$ cat src/rtl/regfile_idx.sv
module regfile_idx #(
  parameter int DATA_W = 8,
  parameter int ADDR_W = 5
) (
  input  logic              clk,
  input  logic              rst,
  input  logic              wr_en,
  input  logic [ADDR_W-1:0] wr_addr,
  input  logic [DATA_W-1:0] wr_data,
  input  logic [ADDR_W-1:0] rd_addr_a,
  input  logic [ADDR_W-1:0] rd_addr_b,
  output logic [DATA_W-1:0] rd_data_a,
  output logic [DATA_W-1:0] rd_data_b
);
  localparam int DEPTH = 1 << ADDR_W;

  logic [DATA_W-1:0] word [DEPTH];

  assign word[0] = '0;

  for (genvar g = 1; g < DEPTH; g++) begin : g_word
    localparam logic [DATA_W-1:0] INIT = DATA_W'(g);
    logic [DATA_W-1:0] q;
    always_ff @(posedge clk) begin
      if (rst)
        q <= INIT;
      else if (wr_en && wr_addr == ADDR_W'(g))
        q <= wr_data;
    end
    assign word[g] = q;
  end

  assign rd_data_a = word[rd_addr_a];
  assign rd_data_b = word[rd_addr_b];
endmodule


$ cat config.mk
export PLATFORM = sky130hd
export DESIGN_NAME = regfile_idx
export DESIGN_NICKNAME = d
export VERILOG_FILES = /design/src/rtl/regfile_idx.sv
export SDC_FILE = /design/constraint.sdc
export NUM_CORES = 1
export LEC_CHECK = 0
export BUFFER_PORTS_ARGS = -buffer_cell sky130_fd_sc_hd__buf_4
export CAP_MARGIN = 20
export CORE_ASPECT_RATIO = 2
export CORE_MARGIN = 5
export CORE_UTILIZATION = 33
export DETAILED_ROUTE_END_ITERATION = 16
export PLACE_DENSITY = 0.53
export REMOVE_ABC_BUFFERS = 1
export SLEW_MARGIN = 20
export SYNTH_ARGS = -nofsm -noshare
export SYNTH_HDL_FRONTEND = slang
export SYNTH_SLANG_ARGS = --single-unit
export TNS_END_PERCENT = 30
$ cat constraint.sdc
create_clock -name clk -period 2.15 [get_ports clk]
set_clock_uncertainty 0.15 [all_clocks]
set_input_delay 0.215 -clock clk [delete_from_list [all_inputs] [get_ports clk]]
set_output_delay 0.215 -clock clk [all_outputs]
set_load 0.05 [all_outputs]
==> metrics.yaml, run 1 <==
fillers: 3942
nets: 1601
hold_path_end: "g_word[8].q[2]"
vias_per_cell: 5.67
dpl_worst_slack_ns: -0.278
cap_violations: 0
reg_top3: "g_word.q x248"
grt_start_max_net_pins: 92
path_max_fanout: 3
drive_above_1_share: 0.238
io_pins: 42
crit_required_ns: 1.78
synth.avg_cell_area_sq_um: 8.96
place_area_sq_um: 15200
synth_top_cell_area_share: 0.370
synth_top_cell_by_area: "dfxtp_1"
coreArea_sq_um: 40200
place_congestion: 0.926
cp-start-kind: "flop"
cts_tree: "done"
fin_tns_setup_ns: -5.42
clockRootBuffer: "clkbuf_16"
wire_per_inst_um: 24.4
htree_levels: 1
reg2reg_depth: 2
vdd_drop_max_mv: 0.406
grt_util_all_layers: 0.223
rsz0062_at_grt: "true"
fp.dieArea_sq_um: 45000
register_area_sq_um: 4990
reg2reg_from: "g_word[15].q[3]"
drt_iter0_markers: 847
holdPathStages: 3
antenna_found_initial: 0
first_pass_iters: 9
drc_errors: 0
ys_warn_count: 0
fmax_mhz: 393
area_growth_pct: 25.4
synthTopCellsByArea: "dfxtp_1, mux2i_1, a211o_1"
min_path_type: "primary input to flop"
fp.dieH_um: 295
yosysMostFrequentCell: "mux2i_1"
ys_ff_latch: 248
ys_seq_area_frac: 0.370
rows: 104
syn_area_sq_um: 13400
final-setup-viol-count: 16
clk_pin_slew_ns: 0.06
grt_pass1_vias: 12300
io_buffers: 41
holdCritStartpoint: "wr_data[2]"
max_slew_margin: 0.279
ant_nets: 0
layout_setup_ws_ns: -0.394
violations: "setup timing"
synth_cell_types: 33
end_kind: "primary output"
power_leakage_nw: 6.62
overflow: 0
final_area_sq_um: 16800
finalMaxSlewViolations: 0
grt_pass1_wl_um: 77200
dp_hpwl_um: 37100
worst_r2r_endpoint: "g_word[15].q[3]"
p_per_area_nw_per_um2: 665
clk_latency_ns: 0.55
cts_sinks: 248
synth-edff-count: 0
regMostFlops: "g_word.q"
hold_violations: 0
start_util: 0.333
critical_path_class: "flop to primary output"
ys_async_sr_fraction: 0
fin_crit_ns: 2.54
tightest_slew_ns: 1.08
cts_max_path_buffers: 3
drt_wl_total_um: 51800
dr_total_vias: 12000
diodes: 0
cts_buffers: 25
regToRegSetupSlack_ns: 1.11
total_power_mw: 11.2
cts_setup_buffers: 0
run_status: "finished with violations"
die_w_um: 153
synthCells: 1496
cp_data_arrival_time_ns: 2.18
hold_ws_ns: 0.0253
largest_register_ffs: 248
ys.flop_type: "dfxtp_1"
yosys-top-cells-count: "mux2i_1, dfxtp_1, nor2_1, nand3_1, nand2_1"
fin_crit_sh: 1.18
multi_input_comb_area_sq_um: 8270
what timing repair did:
item,CTS,global route
gates resized for setup,97,35
pin swaps,25,13
hold buffers,6,0
setup endpoints to repair,16,16
hold endpoints to repair,39,0
critical path, cell delays in order, from the launching register on:
cell,delay [ns]
dfxtp_2,0.34
mux2_4,0.28
a221oi_4,0.31
nor3_2,0.11
a31oi_2,0.29
nand3_2,0.13
buf_8,0.16
how the worst max path moves through the flow:
stage / from / cells past startpoint / slack (ns) / to
detailed placement: rd_addr_b[1] / 8 / -0.28 / rd_data_b[1]
global placement: rd_addr_b[1] / 8 / -0.31 / rd_data_b[1]
global route: g_word[7].q[1] / 6 / -0.43 / rd_data_a[1]
floorplan: wr_addr[1] / 5 / -0.32 / g_word[22].q[1]
finish: g_word[1].q[4] / 6 / -0.39 / rd_data_a[4]
CTS: g_word[7].q[1] / 6 / -0.42 / rd_data_b[1]
per-layer routing:
layer / track usage / routed length (um) / up-vias / share of wire
met5: 0 / 0 / - / 0
met4: 0.150 / 3930 / 0 / 0.076
met3: 0.0239 / 2030 / 177 / 0.039
met2: 0.420 / 27300 / 387 / 0.53
met1: 0.232 / 18500 / 5914 / 0.36
li1: - / - / 5555 / -
report_power, final:
part           internal [mW]  total, mW  leakage [nW]  switching (mW)
logic                  0.645       1.69          4.17            1.05
clock network           2.83       4.82         0.444            1.99
registers               4.63       4.67          2.01          0.0373
total                   8.11       11.2          6.62            3.07
cells by family (layout without fill, tap and decap cells):
| group | Yosys count | in the layout | synth area share |
|---|---|---|---|
| simple gates | 488 | 488 | 0.174 |
| mux | 325 | 325 | 0.259 |
| compound gates | 273 | 273 | 0.142 |
| flops | 248 | 248 | 0.370 |
| buf+inv | 162 | 260 | 0.0544 |
layout by cell type (no fill, tap or decap), types with 13 or more instances in the layout:
master	n
a211o_1	70
nand3_1	79
a21oi_1	83
nor2b_1	63
mux4_2	16
a22oi_1	80
buf_4	160
buf_12	24
buf_6	13
mux2i_1	293
dfxtp_1	228
nand4_1	20
dfxtp_2	19
nor2b_2	15
nor2_1	157
nand2_1	89
clkbuf_16	25
metrics by stage:
step / instances / utilization
6_report: 2124 / 0.418
5_1_grt: 2124 / 0.418
4_1_cts: 2124 / 0.414
3_5_place_dp: 2074 / 0.379
3_3_place_gp: 2074 / 0.379
2_1_floorplan: 1339 / -
layout make-up:
cell class | count | share of cell area
clock buffer | 34 | 0.0428
clock inverter | 12 | 0.0102
timing repair buffer | 209 | 0.118
sequential | 248 | 0.297
inverter | 5 | 0.00112
multi-input combinational | 1086 | 0.492
tap | 530 | 0.0394
Note: power is estimated with default switching activity, not from simulation.
==> inputs of run 2 (changes only) <==
Settings changed: ABC_AREA set to 1, CAP_MARGIN 20 to not set.
==> run 2 against run 1 <==
The flow now finishes without violations. Wire length grew 14%. Clock-buffer cell count is 1 lower. Synthesized cell count is 55% higher. First-iteration DRC count up 88%. Area after synthesis rose by 2.8%. Sequential power about the same. Hold slack got worse by 0.0055 ns. Largest cell class unchanged. Highest routed layer unchanged.
==> metrics.yaml, run 2 <==
drt_wl_total_um: 58800  # +14%
run_status: "finished, final reports clean"
drive_above_1_share: 0.239  # +0.000830
largest_register_ffs: 248  # unchanged
synth_cell_types: 17  # -48%
cp-start-kind: "flop"
cp-startpoint: "g_word[13].q[6]"
max_slew_margin: 0.583  # +0.305
regMostFlops: "g_word.q"
dp_hpwl_um: 39500  # +6.4%
clk_pin_slew_ns: 0.07  # about the same
min_path_type: "primary input to flop"
synth_top_cell_area_share: 0.360  # -0.0102
overflow: 0  # unchanged
critical_path_class: "flop to primary output"
place_area_sq_um: 14900  # -2.2%
p_per_area_nw_per_um2: 653  # -1.9%
cap_violations: 0  # unchanged
io_buffers: 41  # unchanged
grt_util_all_layers: 0.242  # +0.0189
synth-edff-count: 0  # unchanged
cts_tree: "done"
grt_pass1_wl_um: 87200  # +13%
grt_pass1_vias: 14500  # +18%
ys_warn_count: 0  # unchanged
synth_top_cell_by_area: "dfxtp_1"
nets: 2331  # +46%
synthTopCellsByArea: "dfxtp_1, nand2_1, nand3_1"
ys_ff_latch: 248  # unchanged
crit_required_ns: 1.78  # about the same
ys.flop_type: "dfxtp_1"
fillers: 4493  # +14%
rows: 106  # +1.9%
diodes: 0  # unchanged
clk_latency_ns: 0.54  # about the same
met1_usage: 0.271  # +0.0386
final_cell_mix: "nand2_1, nand3_1, dfxtp_2"
grt_use_met3: 0.0238  # -0.0000387
die_w_um: 155  # +1.3%
dr_total_vias: 15500  # +28%
syn_area_sq_um: 13800  # +2.8%
fmax_mhz: 466  # +18%
first_pass_iters: 6  # -3
reg2reg_from: "g_word[9].q[1]"
cts_buffers: 24  # -4.0%
cp_data_arrival_time_ns: 1.78  # -0.40 ns
final_area_sq_um: 17000  # +1.1%
synth.avg_cell_area_sq_um: 5.95  # -34%
fp.dieH_um: 299  # +1.4%
ys_seq_area_frac: 0.360  # -0.0102
tightest_slew_ns: 0.624  # -0.456 ns
synthCells: 2317  # +55%
drc_errors: 0  # unchanged
place_congestion: 0.926  # about the same
antenna_found_initial: 0  # unchanged
fin_tns_setup_ns: 0  # +5.42 ns
cts_max_path_buffers: 3  # unchanged
wire_per_inst_um: 20.6  # -16%
hold_violations: 0  # unchanged
grt_start_max_net_pins: 98  # +6.5%
fin_crit_ns: 2.15  # -0.397 ns
vdd_drop_max_mv: 0.448  # +10%
rsz0062_at_grt: "true"
finalMaxSlewViolations: 0  # unchanged
yosys-top-cells-count: "nand2_1, nand3_1, dfxtp_1, a21oi_1, nor2_1"
fin_crit_sh: 0.999  # -0.185
area_growth_pct: 23.3
final_common_cell: "nand2_1"
ant_nets: 0  # unchanged
fp.dieArea_sq_um: 46200  # +2.7%
htree_levels: 1  # unchanged
cts_sinks: 248  # unchanged
end_kind: "primary output"
vias_per_cell: 5.40  # -4.6%
power_leakage_nw: 7.38  # +12%
coreArea_sq_um: 41600  # +3.6%
clockRootBuffer: "clkbuf_16"
reg_top3: "g_word.q x248"
busiest_layer: "met2"
io_pins: 42  # unchanged
yosysMostFrequentCell: "nand2_1"
holdCritStartpoint: "wr_data[0]"
final-setup-viol-count: 0  # -16
ys_async_sr_fraction: 0  # unchanged
drt_iter0_markers: 1591  # +88%
grt_use_met2: 0.424  # +0.00357
path_max_fanout: 3  # unchanged
start_util: 0.331  # -0.00237
total_power_mw: 11.1  # -0.80%
[run 2: cell count changes in the layout (fill, tap and decap cells not counted), moves of 67 or more]
cell | before | now
a211o_1 | 70 | 0
nor2_1 | 157 | 87
nand3_2 | 12 | 108
nand2_2 | 0 | 99
mux2i_1 | 293 | 0
a22oi_1 | 80 | 0
dfxtp_2 | 19 | 138
buf_4 | 160 | 73
nand2_1 | 89 | 925
dfxtp_1 | 228 | 96
nand3_1 | 79 | 363
o21ai_0 | 8 | 75
[run 2: cell families (layout without fill, tap and decap cells)]
group	Yosys count	in the layout	share of synthesized area
AND/OR/NAND/NOR	1595	1595	0.481
buffers and inverters	258	261	0.0788
flip-flops	248	248	0.360
AO/OA/AOI/OAI	216	216	0.0797
[run 2: metal layers]
| metal | vias up | share of wire |
|---|---|---|
| met3 | 193 | 0.053 |
| li1 | 7407 | - |
| met1 | 7226 | 0.37 |
| met2 | 629 | 0.50 |
| met4 | 0 | 0.079 |
| met5 | - | 0 |
[run 2: power by group]
| part | switching (mW) | internal, mW | leakage (nW) |
|---|---|---|---|
| sequential | 0.0394 | 4.63 | 2.03 |
| combinational | 1.33 | 0.607 | 4.96 |
| clock | 1.96 | 2.53 | 0.396 |
| total | 3.33 | 7.77 | 7.38 |
[run 2: path summary, 6_finish.rpt]
check	end	slack, ns	depth (start not counted)
max	rd_data_a[6]	0.003	9
min	g_word[18].q[0]	0.02	3
max reg2reg	g_word[9].q[1]	1.29	3
min reg2reg	g_word[2].q[1]	0.31	2
[run 2: per-stage QoR]
step	instances	utilization	hold WS, ns	worst slack [ns]
after floorplan	2156	-	0.134	-0.924
after global placement	2806	0.358	0.298	0.0176
after detailed placement	2806	0.358	0.313	0.0245
after CTS	2854	0.387	0.00614	-0.0429
after global routing	2860	0.408	0.0228	-0.0561
final	2860	0.408	0.0198	0.00318
[run 2: area by class of cell]
cell class / instances / area (sq um) / area share
clock buffers: 33 / 706 / 0.0415
clock inverters: 8 / 96.3 / 0.00567
inverters: 97 / 369 / 0.0217
multi-input cells: 1811 / 8570 / 0.504
flip-flops and latches: 248 / 5190 / 0.305
well taps: 540 / 676 / 0.0397
repair buffers: 123 / 1400 / 0.0821
[run 2: worst max-delay path, stage by stage, from the launching register on]
cell     delay (ns)
dfxtp_4        0.38
nand2_1        0.05
nand3_1        0.11
nand3_1        0.10
nand2_2        0.12
nand2_1        0.08
nand2_2        0.09
nand2_2        0.08
nand2_4        0.08
buf_8          0.14
[run 2: what timing repair did]
action | CTS | global route
endpoints found under the setup margin | 16 | 16
gates resized for setup | 130 | 282
setup buffers | 0 | 6
hold buffers | 7 | 0
hold endpoints to repair | 31 | 0
pin swaps | 15 | 93
==> inputs of run 3 (changes only) <==
Settings changed: CTS_BUF_LIST set to sky130_fd_sc_hd__clkbuf_8.
==> run 3 against run 2 <==
Sequential cell count is the same. Cell count grew 0.98%. Sequential power is essentially flat. Largest power group unchanged. The run now ends with setup timing left. Power shrank 1.7%. Via count grew 1.1%.
==> metrics.yaml, run 3 (synthesis results as in run 2) <==
final_common_cell: "nand2_1"
dr_total_vias: 15600  # +1.1%
path_buf_inv: 1  # unchanged
max_slew_margin: 0.600  # +0.0166
crit_family: "simple AND/OR/NAND/NOR gates"
regMostFlops: "g_word.q"
power_leakage_nw: 7.46  # +1.1%
vias_per_cell: 5.41  # +0.11%
clk_pin_slew_ns: 0.07  # about the same
final_cell_mix: "nand2_1, nand3_1, dfxtp_2"
ant_nets: 0  # unchanged
area_growth_pct: 23.7
rsz0062_at_grt: "true"
io_pins: 42  # unchanged
violations: "setup timing"
vdd_drop_max_mv: 0.353  # -21%
cap_violations: 0  # unchanged
wire_per_inst_um: 20.4  # -0.66%
cp_data_arrival_time_ns: 1.79  # about the same
clockRootBuffer: "clkbuf_8"
p_per_area_nw_per_um2: 640  # -2.0%
grt_pass1_wl_um: 87700  # +0.60%
overflow: 0  # unchanged
fp.dieH_um: 299  # unchanged
coreArea_sq_um: 41600  # unchanged
drt_iter0_markers: 1392  # -13%
clk_latency_ns: 0.56  # +0.02 ns
cts_sinks: 248  # unchanged
nets: 2345  # +0.60%
fin_crit_sh: 1.00  # +0.00445
grt_start_max_net_pins: 98  # unchanged
path_max_fanout: 3  # unchanged
place_inst: 2806  # unchanged
hold_violations: 0  # unchanged
stdcell_count: 2888  # +0.98%
min_path_type: "primary input to flop"
fin_tns_setup_ns: -0.00639  # -0.00639 ns
worst_path_largest_cell_delay_ns: 0.36  # -0.02 ns
crit_path_frequent_cell: "nand2_2"
rows: 106  # unchanged
cts_max_path_buffers: 3  # unchanged
run_status: "finished with violations"
io_buffers: 41  # unchanged
fin_crit_ns: 2.16  # +0.00957 ns
fmax_mhz: 464  # -0.44%
finalMaxSlewViolations: 0  # unchanged
drive_above_1_share: 0.246  # +0.00662
reg_top3: "g_word.q x248"
antenna_found_initial: 1  # +1
largest_register_ffs: 248  # unchanged
worst_path_max_delay_cell: "dfxtp_2"
tightest_slew_ns: 0.600  # -0.0249 ns
drc_errors: 0  # unchanged
crit_required_ns: 1.78  # about the same
path_cells: "nand2_1, nand3_1, nand3_2, nand2_4, nand2_4, nand2_2, nand2_2, nand2_2, buf_8"
die_w_um: 155  # unchanged
place_congestion: 0.926  # unchanged
first_pass_iters: 6  # unchanged
fp.dieArea_sq_um: 46200  # unchanged
cp-start-kind: "flop"
cts_buffers: 38  # +58%
grt_pass1_vias: 14700  # +1.1%
final-setup-viol-count: 1  # +1
start_util: 0.331  # unchanged
layout_setup_ws_ns: -0.00639  # -0.00957 ns
grt_util_all_layers: 0.244  # +0.00210
cts_tree: "done"
dp_hpwl_um: 39500  # unchanged
htree_levels: 2  # +1
drt_wl_total_um: 59000  # +0.31%
end_kind: "primary output"
critical_path_class: "flop to primary output"
==> run 3: cell types whose count changed in the layout (fill, tap and decap cells not counted), moves of 2 or more <==
cell and change:
buf_4 -2, clkbuf_1 -3, clkbuf_16 -25, clkbuf_8 +46, clkinvlp_4 +2, dfxtp_1 +3
dfxtp_2 -2, dlygate4sd3_1 +2, inv_1 +10, nand2_1 +3, nand2_2 -3, nand3_1 -10
nand3_2 +10
==> run 3: layout make-up <==
cell class | count | area [sq um]
clock inverter | 17 | 105
tap | 540 | 676
sequential | 248 | 5180
antenna | 1 | 2.50
multi-input combinational | 1811 | 8610
timing repair buffer | 123 | 1400
inverter | 97 | 369
clock buffer | 51 | 702
fill | 4507 | 24600
==> run 3: final timing paths <==
check	cells past startpoint	slack (ns)	start	to
worst max-delay path	9	-0.006	g_word[15].q[7]	rd_data_a[7]
worst max register to register	3	1.25	g_word[26].q[2]	g_word[26].q[2]
worst min register to register	2	0.32	g_word[4].q[2]	g_word[4].q[2]
worst min-delay path	5	0.08	wr_addr[4]	g_word[4].q[2]
==> run 3: where the power goes <==
group / internal (mW) / total [mW] / switching [mW] / leakage (nW)
combinational: 0.614 / 1.95 / 1.34 / 4.99
sequential: 4.63 / 4.67 / 0.0395 / 2.03
clock: 2.24 / 4.28 / 2.04 / 0.446
total: 7.49 / 10.9 / 3.42 / 7.46
==> run 3: layer usage <==
| layer | vias to the layer above | GRT usage | share of wire |
|---|---|---|---|
| met3 | 227 | 0.0264 | 0.055 |
| met4 | 0 | 0.179 | 0.088 |
| li1 | 7452 | - | - |
| met2 | 699 | 0.426 | 0.49 |
| met5 | - | 0 | 0 |
| met1 | 7246 | 0.272 | 0.36 |
==> run 3: worst min-delay path, delay by kind of cell <==
| family | cells | cell delay, ns |
|---|---|---|
| buffers and inverters | 2 | 0.31 |
| AND/OR/NAND/NOR | 3 | 0.22 |
==> run 3: through the flow <==
stage / setup slack, ns / power, mW / utilization / hold WS, ns / cell area, sq um
6_report: -0.00639 / 10.9 / 0.409 / 0.0806 / 17100
5_1_grt: -0.0575 / 11.3 / 0.409 / 0.0858 / 17100
4_1_cts: -0.0183 / 10.9 / 0.392 / 0.0643 / 16300
3_5_place_dp: 0.0245 / 6.48 / 0.358 / 0.313 / 14900
3_3_place_gp: 0.0176 / 6.47 / 0.358 / 0.298 / 14900
2_1_floorplan: -0.924 / 5.57 / - / 0.134 / 13100
==> run 3: repair_timing <==
action / in CTS / in global routing
endpoints found under the hold margin: 109 / 0
gates resized for setup: 202 / 214
cloned: 0 / 0
pin swaps: 36 / 91
setup buffers: 0 / 4
hold buffers: 9 / 0
endpoints found under the setup margin: 16 / 16
